## src/rtl/drive_guard.sv

```systemverilog
module drive_guard #(
  parameter int STALL_TICKS = 3400,
  parameter int LOSS_DIV    = 34,
  parameter int HOLD_CYCLES = 50000,
  parameter int INIT_TICKS  = 4
) (
  input  logic clk,
  input  logic rst_n,
  input  logic stop_req,
  input  logic brake_req,
  input  logic locked,
  input  logic ref_edge,
  input  logic slow_tick,
  input  logic over_temp,
  input  logic under_volt,
  output logic lowside_off,
  output logic all_off,
  output logic stall_latched
);
  localparam int LOSS_LIMIT = (STALL_TICKS / LOSS_DIV) < 1 ? 1 : (STALL_TICKS / LOSS_DIV);
  localparam int SW = $clog2(STALL_TICKS + 1);
  localparam int LW = $clog2(LOSS_LIMIT + 1);
  localparam int HW = $clog2(HOLD_CYCLES + 1);
  localparam int IW = $clog2(INIT_TICKS + 1);

  logic [IW-1:0] init_cnt;
  logic [LW-1:0] loss_cnt;
  logic [SW-1:0] stall_cnt;
  logic          stall_q;
  logic [1:0]    rel_in;
  logic [1:0]    rel_hit;

  wire init_active = init_cnt != IW'(INIT_TICKS);
  wire drive       = !init_active && !stop_req && !brake_req;
  wire clk_lost    = drive && (loss_cnt == LW'(LOSS_LIMIT));
  wire stall_run   = drive && !locked && !clk_lost && !over_temp && !under_volt && !stall_q;

  assign rel_in        = {brake_req, stop_req};
  assign all_off       = init_active || under_volt;
  assign lowside_off   = drive && (stall_q || clk_lost || over_temp);
  assign stall_latched = stall_q;

  always_ff @(posedge clk or negedge rst_n)
    if (!rst_n)                        init_cnt <= '0;
    else if (init_active && slow_tick) init_cnt <= init_cnt + 1'b1;

  always_ff @(posedge clk or negedge rst_n)
    if (!rst_n)                      loss_cnt <= '0;
    else if (!drive || ref_edge)     loss_cnt <= '0;
    else if (slow_tick && !clk_lost) loss_cnt <= loss_cnt + 1'b1;

  genvar g;
  generate
    for (g = 0; g < 2; g++) begin : g_rel
      logic [HW-1:0] hold;
      always_ff @(posedge clk or negedge rst_n)
        if (!rst_n)                          hold <= '0;
        else if (!rel_in[g])                 hold <= '0;
        else if (hold != HW'(HOLD_CYCLES))   hold <= hold + 1'b1;
      assign rel_hit[g] = !rel_in[g] && (hold == HW'(HOLD_CYCLES));
    end
  endgenerate

  always_ff @(posedge clk or negedge rst_n)
    if (!rst_n) begin
      stall_cnt <= '0;
      stall_q   <= 1'b0;
    end else begin
      if (|rel_hit) stall_q <= 1'b0;
      if (!drive || locked)
        stall_cnt <= '0;
      else if (slow_tick && stall_run) begin
        if (stall_cnt == SW'(STALL_TICKS - 1)) begin
          stall_cnt <= '0;
          stall_q   <= 1'b1;
        end else
          stall_cnt <= stall_cnt + 1'b1;
      end
    end
endmodule

```

## config.mk

```make
export PLATFORM = sky130hd
export DESIGN_NAME = drive_guard
export DESIGN_NICKNAME = d
export VERILOG_FILES = /design/src/rtl/drive_guard.sv
export SDC_FILE = /design/constraint.sdc
export NUM_CORES = 1
export LEC_CHECK = 0
export ABC_AREA = 1
export CAP_MARGIN = 5
export CORE_AREA = 2 2 132 70
export CTS_CLUSTER_SIZE = 28
export DETAILED_ROUTE_END_ITERATION = 10
export DIE_AREA = 0 0 134 72
export MAX_ROUTING_LAYER = met4
export PLACE_DENSITY_LB_ADDON = 0.2
export SLEW_MARGIN = 20
export SYNTH_ARGS = -nofsm -noshare
export SYNTH_HDL_FRONTEND = slang
export SYNTH_SLANG_ARGS = --single-unit
export TNS_END_PERCENT = 100
```

## constraint.sdc

```tcl
create_clock -name clk -period 1.4 [get_ports clk]
set_input_delay 0.14 -clock clk [delete_from_list [all_inputs] [get_ports clk]]
set_output_delay 0.14 -clock clk [all_outputs]
set_load 0.005 [all_outputs]
```

; ---- Word-level counts from Yosys, hierarchy flattened
; Index checks and enable logic that the tools add are counted.
[op_classes]
add_sub_neg = 5
n_eq_ne = 9
muxes = 13
reduce_logical = 31
[ops]
columns = operator, count
row1 = $mux 16, 4
row2 = $mux 12, 3
row3 = $add 16x1->16 const B, 2
row4 = $eq 16x16->1 const B, 2
row5 = $ne 16x16->1 const B, 2
row6 = $logic_and 1x1->1, 14
row7 = $mux 7, 2
row8 = $add 12x1->12 const B, 1
row9 = $eq 12x12->1 const B, 1
row10 = $logic_not 1->1, 9
row11 = $add 7x1->7 const B, 1
row12 = $eq 7x7->1 const B, 1
row13 = $logic_or 1x1->1, 5
row14 = $mux 1, 4
row15 = $ne 2x1->1 const B, 2
row16 = $reduce_bool 2->1, 2
row17 = $add 3x1->3 const B, 1
row18 = $ne 3x3->1 const B, 1
row19 = $reduce_or 2->1, 1
[word_totals]
regBits = 55
inputBits = 9
out_inout_bits = 3

; ---- Longest topological paths before layout
; Gate-level depths: netlist of run 1.
[depth]
word_depth = 13
depth_mapped = 12
ltp_nobuf = 12

; ---- Worst setup path after synthesis of run 1
; No wires, ideal clock.
[synth_path]
path_type = register to register
start = reg loss_cnt[0]
end = reg stall_cnt[11]
t_arrival_ns = 1.242
slack_ns = 0.039
stages_incl_launch_ff = 10
path_buffers = 0
synth_period_minus_slack_ns = 1.361
cell_sequence = dfrtp_1 inv_1 ha_1 inv_1 nor2_1 nand3_2 nand2_1 nand2_2 a21oi_1 nor2_1
[synth_between]
elab_chain_cells = 9
[synth_lines]
columns = element, line_no
row1 = "start, declared", 27  ; logic [LW-1:0] loss_cnt;
row2 = "start signal, assigned", 50  ; else if (slow_tick && !clk_lost) loss_cnt <= loss_cnt + 1'b1;
row3 = $eq 7x7->1, 35  ; wire clk_lost = drive && (loss_cnt == LW'(LOSS_LIMIT));
row4 = $logic_and 1x1->1, 35
row5 = $logic_not 1->1, 36  ; wire stall_run = drive && !locked && !clk_lost && !over_temp && !under_volt && !stall_q;
row6 = $logic_and 1x1->1 (4 in series), 36
row7 = $logic_and 1x1->1, 72  ; else if (slow_tick && stall_run) begin
row8 = $reduce_bool 2->1 (no source line), n/a
row9 = "end signal, assigned", 77  ; stall_cnt <= stall_cnt + 1'b1;
row10 = "end, declared", 28  ; logic [SW-1:0] stall_cnt;
; No other way between the ends.
; A chain may end at the register's enable or synchronous reset.

; ---- Worst setup path after layout of run 1
[layout_path]
start = reg init_cnt[1]
end = out all_off
[layout_between]
elab_chain_cells = 2
[layout_lines]
columns = element, line_no
row1 = "start, declared", 26  ; logic [IW-1:0] init_cnt;
row2 = "start signal, assigned", 45  ; else if (init_active && slow_tick) init_cnt <= init_cnt + 1'b1;
row3 = $ne 3x3->1, 33  ; wire init_active = init_cnt != IW'(INIT_TICKS);
row4 = $logic_or 1x1->1, 39  ; assign all_off = init_active || under_volt;
row5 = "end, declared", 17  ; output logic all_off,
; No other way between the ends.

==> results.sh, run 1 <==
export IMPL_status="finished, violations left"
export IMPL_violations="negative setup slack"
export IMPL_pre_cts_ws_ns=-0.2572
export IMPL_fin_ws_ns=-0.1656
export IMPL_p_leak_nw=2.047
export IMPL_ys_top_cells_by_count="110 x nand2_1, 62 x inv_1, 61 x nor2_1"
export IMPL_fp_dieArea_mm2=0.009648
export IMPL_synth_largest_area_cell="dfrtp_1"
export IMPL_grt_start_max_net_pins=28
export IMPL_synth_distinct_cells=35
export IMPL_synthFlopType="dfrtp_1"
export IMPL_finalClockSkew_ns=0.004292
export IMPL_ys_warn_count=0
export IMPL_dr_pass1_iters=5
export IMPL_timing_final_crit_period_ns=1.566
export IMPL_r2r_start="init_cnt[1]"
export IMPL_worst_path_buf_inv=3
export IMPL_hold_violations=0
export IMPL_io_pins=12
export IMPL_synth_area_per_cell_um2=7.430
export IMPL_drv_cap=0
export IMPL_insertion_delay_ns=0.29
export IMPL_slew_viol_final=0
export IMPL_netlist_top_cells_area="dfrtp_1 40%, nand2_1 12%, inv_1 6.7%, nor2_1 6.6%, nand3_1 6.3%"
export IMPL_insertedDiodeCount=0
export IMPL_peakVddDrop_mv=0.5685
export IMPL_cts_tree="yes"
export IMPL_use_met3_pct=3.774
export IMPL_cp_required_ns=1.26
export IMPL_crit_type="flip-flop to output port"
export IMPL_drc_errors=0
export IMPL_cts_sinks=55
export IMPL_grtUsageTotal_pct=18.47
export IMPL_tightest_slew_ns=0.3536
export IMPL_wire_per_inst_um=12.56
export IMPL_synth_edff_count=0
export IMPL_slew_headroom_pct=76.25
export IMPL_drt_iter0_drc=226
export IMPL_cts_root_buf="clkbuf_16"
export IMPL_rsz0062_at_grt="yes"
export IMPL_netlist_area_leader_share_pct=39.67
export IMPL_busiest_layer="met1"
export IMPL_start_util_pct=41.12
export IMPL_chipWidth_um=134
export IMPL_ant_nets=0
export IMPL_synth_nets=485
export IMPL_hpwl_um=5971
export IMPL_fill_cells=799
export IMPL_crit_start="init_cnt[1]"
export IMPL_min_path_type="primary input to asynchronous set/reset pin"
export IMPL_cp_start_kind="flip-flop"
export IMPL_routed_via_density=4.870
export IMPL_finalSetupViolCount=26
export IMPL_clock_path_buffers=2
export IMPL_grt_pass1_vias=2913
export IMPL_grt_ovfl_total=0
export IMPL_h_tree_depth=2
export IMPL_row_count=24
export IMPL_areaGrowthSynthToFinish_pct=28.16
export IMPL_routed_wirelength_um=8088
export IMPL_dr_total_vias=3136
export IMPL_utilization_pct=52.70
export IMPL_netlist_area_mm2=0.003470
export IMPL_fin_crit_sh_pct=111.8
export IMPL_end_kind="output port"
export IMPL_syn_instance_count=467
export IMPL_grt_pass1_wl_um=13740
export IMPL_cts_buffers=5
export IMPL_clk_pin_slew_ns=0.07
export IMPL_ys_seq_area_share_pct=39.67
export IMPL_drive_above_1_share_pct=27.13
export IMPL_critPathSlowestCell="dfrtp_1"
export IMPL_slowest_delay_ns=0.37
export IMPL_fp_dieH_um=72
export IMPL_ys_ff_latch=55
export IMPL_arrival_ns=1.43
export IMPL_power_density_mw_per_mm2=845.9
export IMPL_core_mm2=0.008438
export IMPL_yosysMostFrequentCell="nand2_1"
export IMPL_path_max_fanout=2
export IMPL_fmax_mhz=638.8
export IMPL_gp_congestion=0.8865
export IMPL_antenna_found_initial=0
export IMPL_grt_met1_usage_pct=27.00
export IMPL_groute_layer_met2_usage_pct=26.32
export IMPL_cp_cell_sequence="inv_1 -> ha_2 -> nand2_2 -> buf_4 -> or2_4 -> buf_6"
export IMPL_nNetsFinal=544
export IMPL_critPathTopFamily="flip-flops"
export IMPL_portBuffers=11
export IMPL_synthArstFlopShare_pct=100.0
[through the flow]
| stage | power [mW] | area, µm² | std cells | TNS (ns) | hold WS (ns) |
|---|---|---|---|---|---|
| 2_1_floorplan | 1.949 | 3470 | 467 | 0 | -0.1556 |
| 3_5_place_dp | 2.162 | 3945 | 622 | -4.659 | 0.05376 |
| 4_1_cts | 3.728 | 4252 | 635 | -1.943 | 0.2603 |
| 3_3_place_gp | 2.144 | 3945 | 622 | -4.276 | 0.05301 |
| 6_report | 3.762 | 4447 | 644 | -2.014 | 0.2578 |
| 5_1_grt | 3.954 | 4447 | 644 | -5.104 | 0.2828 |
[layout by cell type, fill, tap and decap left out, types with 6 or more instances in the layout]
| master | count |
|---|---|
| inv_2 | 11 |
| dfrtp_1 | 55 |
| nor2_1 | 54 |
| nor2_2 | 8 |
| o21ai_0 | 11 |
| o21ai_1 | 10 |
| inv_1 | 56 |
| a21oi_1 | 9 |
| nand2_1 | 100 |
| nand3_2 | 7 |
| nand2_2 | 16 |
| o21ai_2 | 6 |
| nor2_4 | 11 |
| xor2_1 | 6 |
| nand4_1 | 20 |
| clkdlybuf4s50_1 | 7 |
| buf_4 | 37 |
| nand3_1 | 38 |
[logic make-up (layout without fill, tap and decap cells)]
| kind of cell | Yosys count | after routing | share of synthesized area (%) |
|---|---|---|---|
| flops | 55 | 55 | 39.67 |
| compound gates | 42 | 42 | 7.212 |
| fa+ha+maj | 9 | 9 | 3.246 |
| buf+inv | 77 | 137 | 8.943 |
| simple gates | 274 | 274 | 38.41 |
| xor+xnor | 10 | 10 | 2.524 |
[where the power goes]
group	leakage, nW	switching [mW]	internal, mW
clock	0.0868	0.591	0.892
combinational	1.20	0.290	0.293
sequential	0.757	0.0470	1.65
[worst register-to-register path, cell delays in order (launching register included)]
cell and delay, ns:
dfrtp_1 0.37, inv_1 0.08, ha_2 0.17, nand2_2 0.05
inv_2 0.07, nand2_4 0.06, buf_8 0.14, nor2_8 0.11
nand3_4 0.12, inv_6 0.10, nand2_8 0.07, o21ai_2 0.11
[final timing paths]
| kind | to | slack (ns) | cells after the start |
|---|---|---|---|
| min reg2reg | init_cnt[2] | 0.50 | 1 |
| max reg2reg | stall_cnt[5] | -0.13 | 11 |
| max in group asynchronous | g_rel[1].hold[12] | 0.51 | 4 |
| max | all_off | -0.17 | 6 |
| min | g_rel[0].hold[13] | 0.26 | 2 |
| min in group clk | init_cnt[2] | 0.50 | 1 |
[flip-flops by register name (all words and copies together), names as in the netlist]
| name | count |
|---|---|
| g_rel.hold | 32 |
| stall_cnt | 12 |
| init_cnt | 3 |
| stall_latched | 1 |
| loss_cnt | 7 |
[routing by layer]
layer | wire, µm | share of wire [%]
met1 | 4333 | 54
met2 | 3408 | 42
met5 | 0 | 0
met4 | 61 | 0.75
met3 | 284 | 3.5
[final cells by class]
cell class                      count  area (µm²)  share of cell area, %
Inverter                           73       291.5                  6.556
Multi-Input combinational cell    335        1971                  44.32
Timing Repair Buffer               56       488.0                  10.97
Sequential cell                    55        1376                  30.95
Tap cell                          117       146.4                  3.292
Clock buffer                        6       138.9                  3.123
Clock inverter                      2       35.03                 0.7878
[repair_timing]
item,4_1_cts,5_1_grt
pin swaps,19,29
gates resized for setup,40,34
setup endpoints to repair,28,39
hold endpoints to repair,11,0
hold buffers,1,0
setup buffers,4,10
Power figures use the tool's default switching activity.
==> inputs of run 2 (changes only) <==
--- a/config.mk
+++ b/config.mk
@@ -6,7 +6,6 @@
 export NUM_CORES = 1
 export LEC_CHECK = 0
 export ABC_AREA = 1
-export CAP_MARGIN = 5
 export CORE_AREA = 2 2 132 70
 export CTS_CLUSTER_SIZE = 28
 export DETAILED_ROUTE_END_ITERATION = 10
==> results of run 2 <==
Same layout as run 1: the final DEF is identical, and so are final timing and power.
==> inputs of run 3 (changes only) <==
--- a/config.mk
+++ b/config.mk
@@ -6,10 +6,10 @@
 export NUM_CORES = 1
 export LEC_CHECK = 0
 export ABC_AREA = 1
-export CORE_AREA = 2 2 132 70
+export CORE_AREA = 2 2 115 61
 export CTS_CLUSTER_SIZE = 28
 export DETAILED_ROUTE_END_ITERATION = 10
-export DIE_AREA = 0 0 134 72
+export DIE_AREA = 0 0 117 63
 export MAX_ROUTING_LAYER = met4
 export PLACE_DENSITY_LB_ADDON = 0.2
 export SLEW_MARGIN = 20
==> results.sh, run 3 (synthesis gave the netlist of run 1 again) <==
export IMPL_placed_area_mm2=0.003924
export IMPL_fp_dieArea_mm2=0.007371
export IMPL_clock_path_buffers=2
export IMPL_utilization_pct=70.24
export IMPL_cts_tree="yes"
export IMPL_dr_pass1_iters=4
export IMPL_start_util_pct=53.90
export IMPL_regMostFlops="g_rel.hold"
export IMPL_cts_buffers=5
export IMPL_h_tree_depth=2
export IMPL_final_common_cell="nand2_1"
export IMPL_min_path_type="primary input to asynchronous set/reset pin"
export IMPL_insertedDiodeCount=0
export IMPL_setup_tns_ns=-2.042
export IMPL_end_kind="output port"
export IMPL_crit_type="flip-flop to output port"
export IMPL_finalInstanceArea_mm2=0.004522
export IMPL_nNetsFinal=545
export IMPL_power_density_mw_per_mm2=850.7
export IMPL_routed_wirelength_um=8549
export IMPL_finalClockSkew_ns=0.01202
export IMPL_tightest_slew_ns=0.3175
export IMPL_arrival_ns=1.44
export IMPL_path_max_fanout=2
export IMPL_grt_pass1_wl_um=14090
export IMPL_dr_total_vias=3235
export IMPL_portBuffers=11
export IMPL_chipWidth_um=117
export IMPL_routed_via_density=5.218
export IMPL_cp_start_kind="flip-flop"
export IMPL_row_count=21
export IMPL_pre_cts_ws_ns=-0.3311
export IMPL_hold_violations=0
export IMPL_rsz0062_at_grt="yes"
export IMPL_drt_iter0_drc=173
export IMPL_areaGrowthSynthToFinish_pct=30.33
export IMPL_status="finished, violations left"
export IMPL_fin_ws_ns=-0.1751
export IMPL_cts_root_buf="clkbuf_16"
export IMPL_wire_per_inst_um=13.79
export IMPL_grt_start_max_net_pins=56
export IMPL_peakVddDrop_mv=0.5440
export IMPL_hpwl_um=5960
export IMPL_clk_pin_slew_ns=0.08
export IMPL_drv_cap=0
export IMPL_largest_reg_flops=32
export IMPL_grtUsageTotal_pct=25.05
export IMPL_grt_ovfl_total=0
export IMPL_cts_sinks=55
export IMPL_drc_errors=0
export IMPL_core_mm2=0.006437
export IMPL_insertion_delay_ns=0.31
export IMPL_grt_pass1_vias=3052
export IMPL_gp_congestion=0.9236
export IMPL_fmax_mhz=634.9
export IMPL_final_cell_mix="89 x nand2_1, 55 x inv_1, 54 x dfrtp_1"
export IMPL_slew_viol_final=0
export IMPL_violations="negative setup slack"
export IMPL_biggestRegsByFlops="g_rel.hold: 32 flops, stall_cnt: 12 flops, loss_cnt: 7 flops"
export IMPL_fin_crit_sh_pct=112.5
export IMPL_drive_above_1_share_pct=31.44
export IMPL_antenna_found_initial=0
export IMPL_timing_final_crit_period_ns=1.575
export IMPL_p_leak_nw=2.090
export IMPL_cp_required_ns=1.26
export IMPL_io_pins=12
export IMPL_fp_dieH_um=63
export IMPL_finalSetupViolCount=24
export IMPL_slew_headroom_pct=78.67
export IMPL_ant_nets=0
## run 3: metal layers
layer / routed length, µm / track usage, %
met5: 0 / -
met4: 90 / 5.588
met3: 410 / 6.111
met2: 3854 / 36.13
met1: 4194 / 35.72
## run 3: power breakdown
| part | internal [mW] | total [mW] | switching (mW) |
|---|---|---|---|
| clock | 0.854 | 1.48 | 0.622 |
| combinational | 0.325 | 0.666 | 0.340 |
| sequential | 1.65 | 1.71 | 0.0565 |
## run 3: worst paths after layout
path	from	end	slack (ns)	cells after the start
min in group clk	g_rel[1].hold[7]	g_rel[1].hold[7]	0.54	1
hold / removal	rst_n	g_rel[0].hold[9]	0.36	3
max in group asynchronous	rst_n	g_rel[1].hold[6]	0.78	3
hold reg to reg	g_rel[1].hold[7]	g_rel[1].hold[7]	0.54	1
setup / recovery	loss_cnt[1]	lowside_off	-0.18	7
setup reg to reg	init_cnt[1]	stall_cnt[10]	-0.15	11
## run 3: timing repair
action | 4_1_cts | 5_1_grt
endpoints found under the setup margin | 25 | 40
hold buffers | 1 | 0
cloned | 1 | 0
setup buffers | 6 | 6
pin swaps | 19 | 36
resized for setup | 51 | 54
hold endpoints to repair | 55 | 0
## run 3: cell type report
| class | instances | area [µm²] |
|---|---|---|
| sequential | 55 | 1378 |
| timing repair inverter | 1 | 7.507 |
| multi-input combinational | 335 | 2064 |
| inverter | 73 | 294.0 |
| clock buffer | 6 | 128.9 |
| clock inverter | 2 | 38.79 |
| tap | 92 | 115.1 |
| timing repair buffer | 56 | 495.5 |
| fill | 517 | 1916 |
## run 3: stage by stage
step                      total power, mW  cells  hold slack, ns
after CTS                           3.785    616          0.3729
after global routing                4.013    620          0.4107
after floorplan                     1.949    467         -0.1556
final                               3.847    620          0.3615
after detailed placement            2.172    600          0.1642
after global placement              2.153    600          0.1629
## run 3: critical path, stage by stage (launching register included)
cell,delay [ns]
dfrtp_1,0.39
inv_2,0.09
ha_4,0.14
inv_2,0.04
nor2_2,0.10
nand3_2,0.10
a21oi_2,0.13
buf_2,0.14
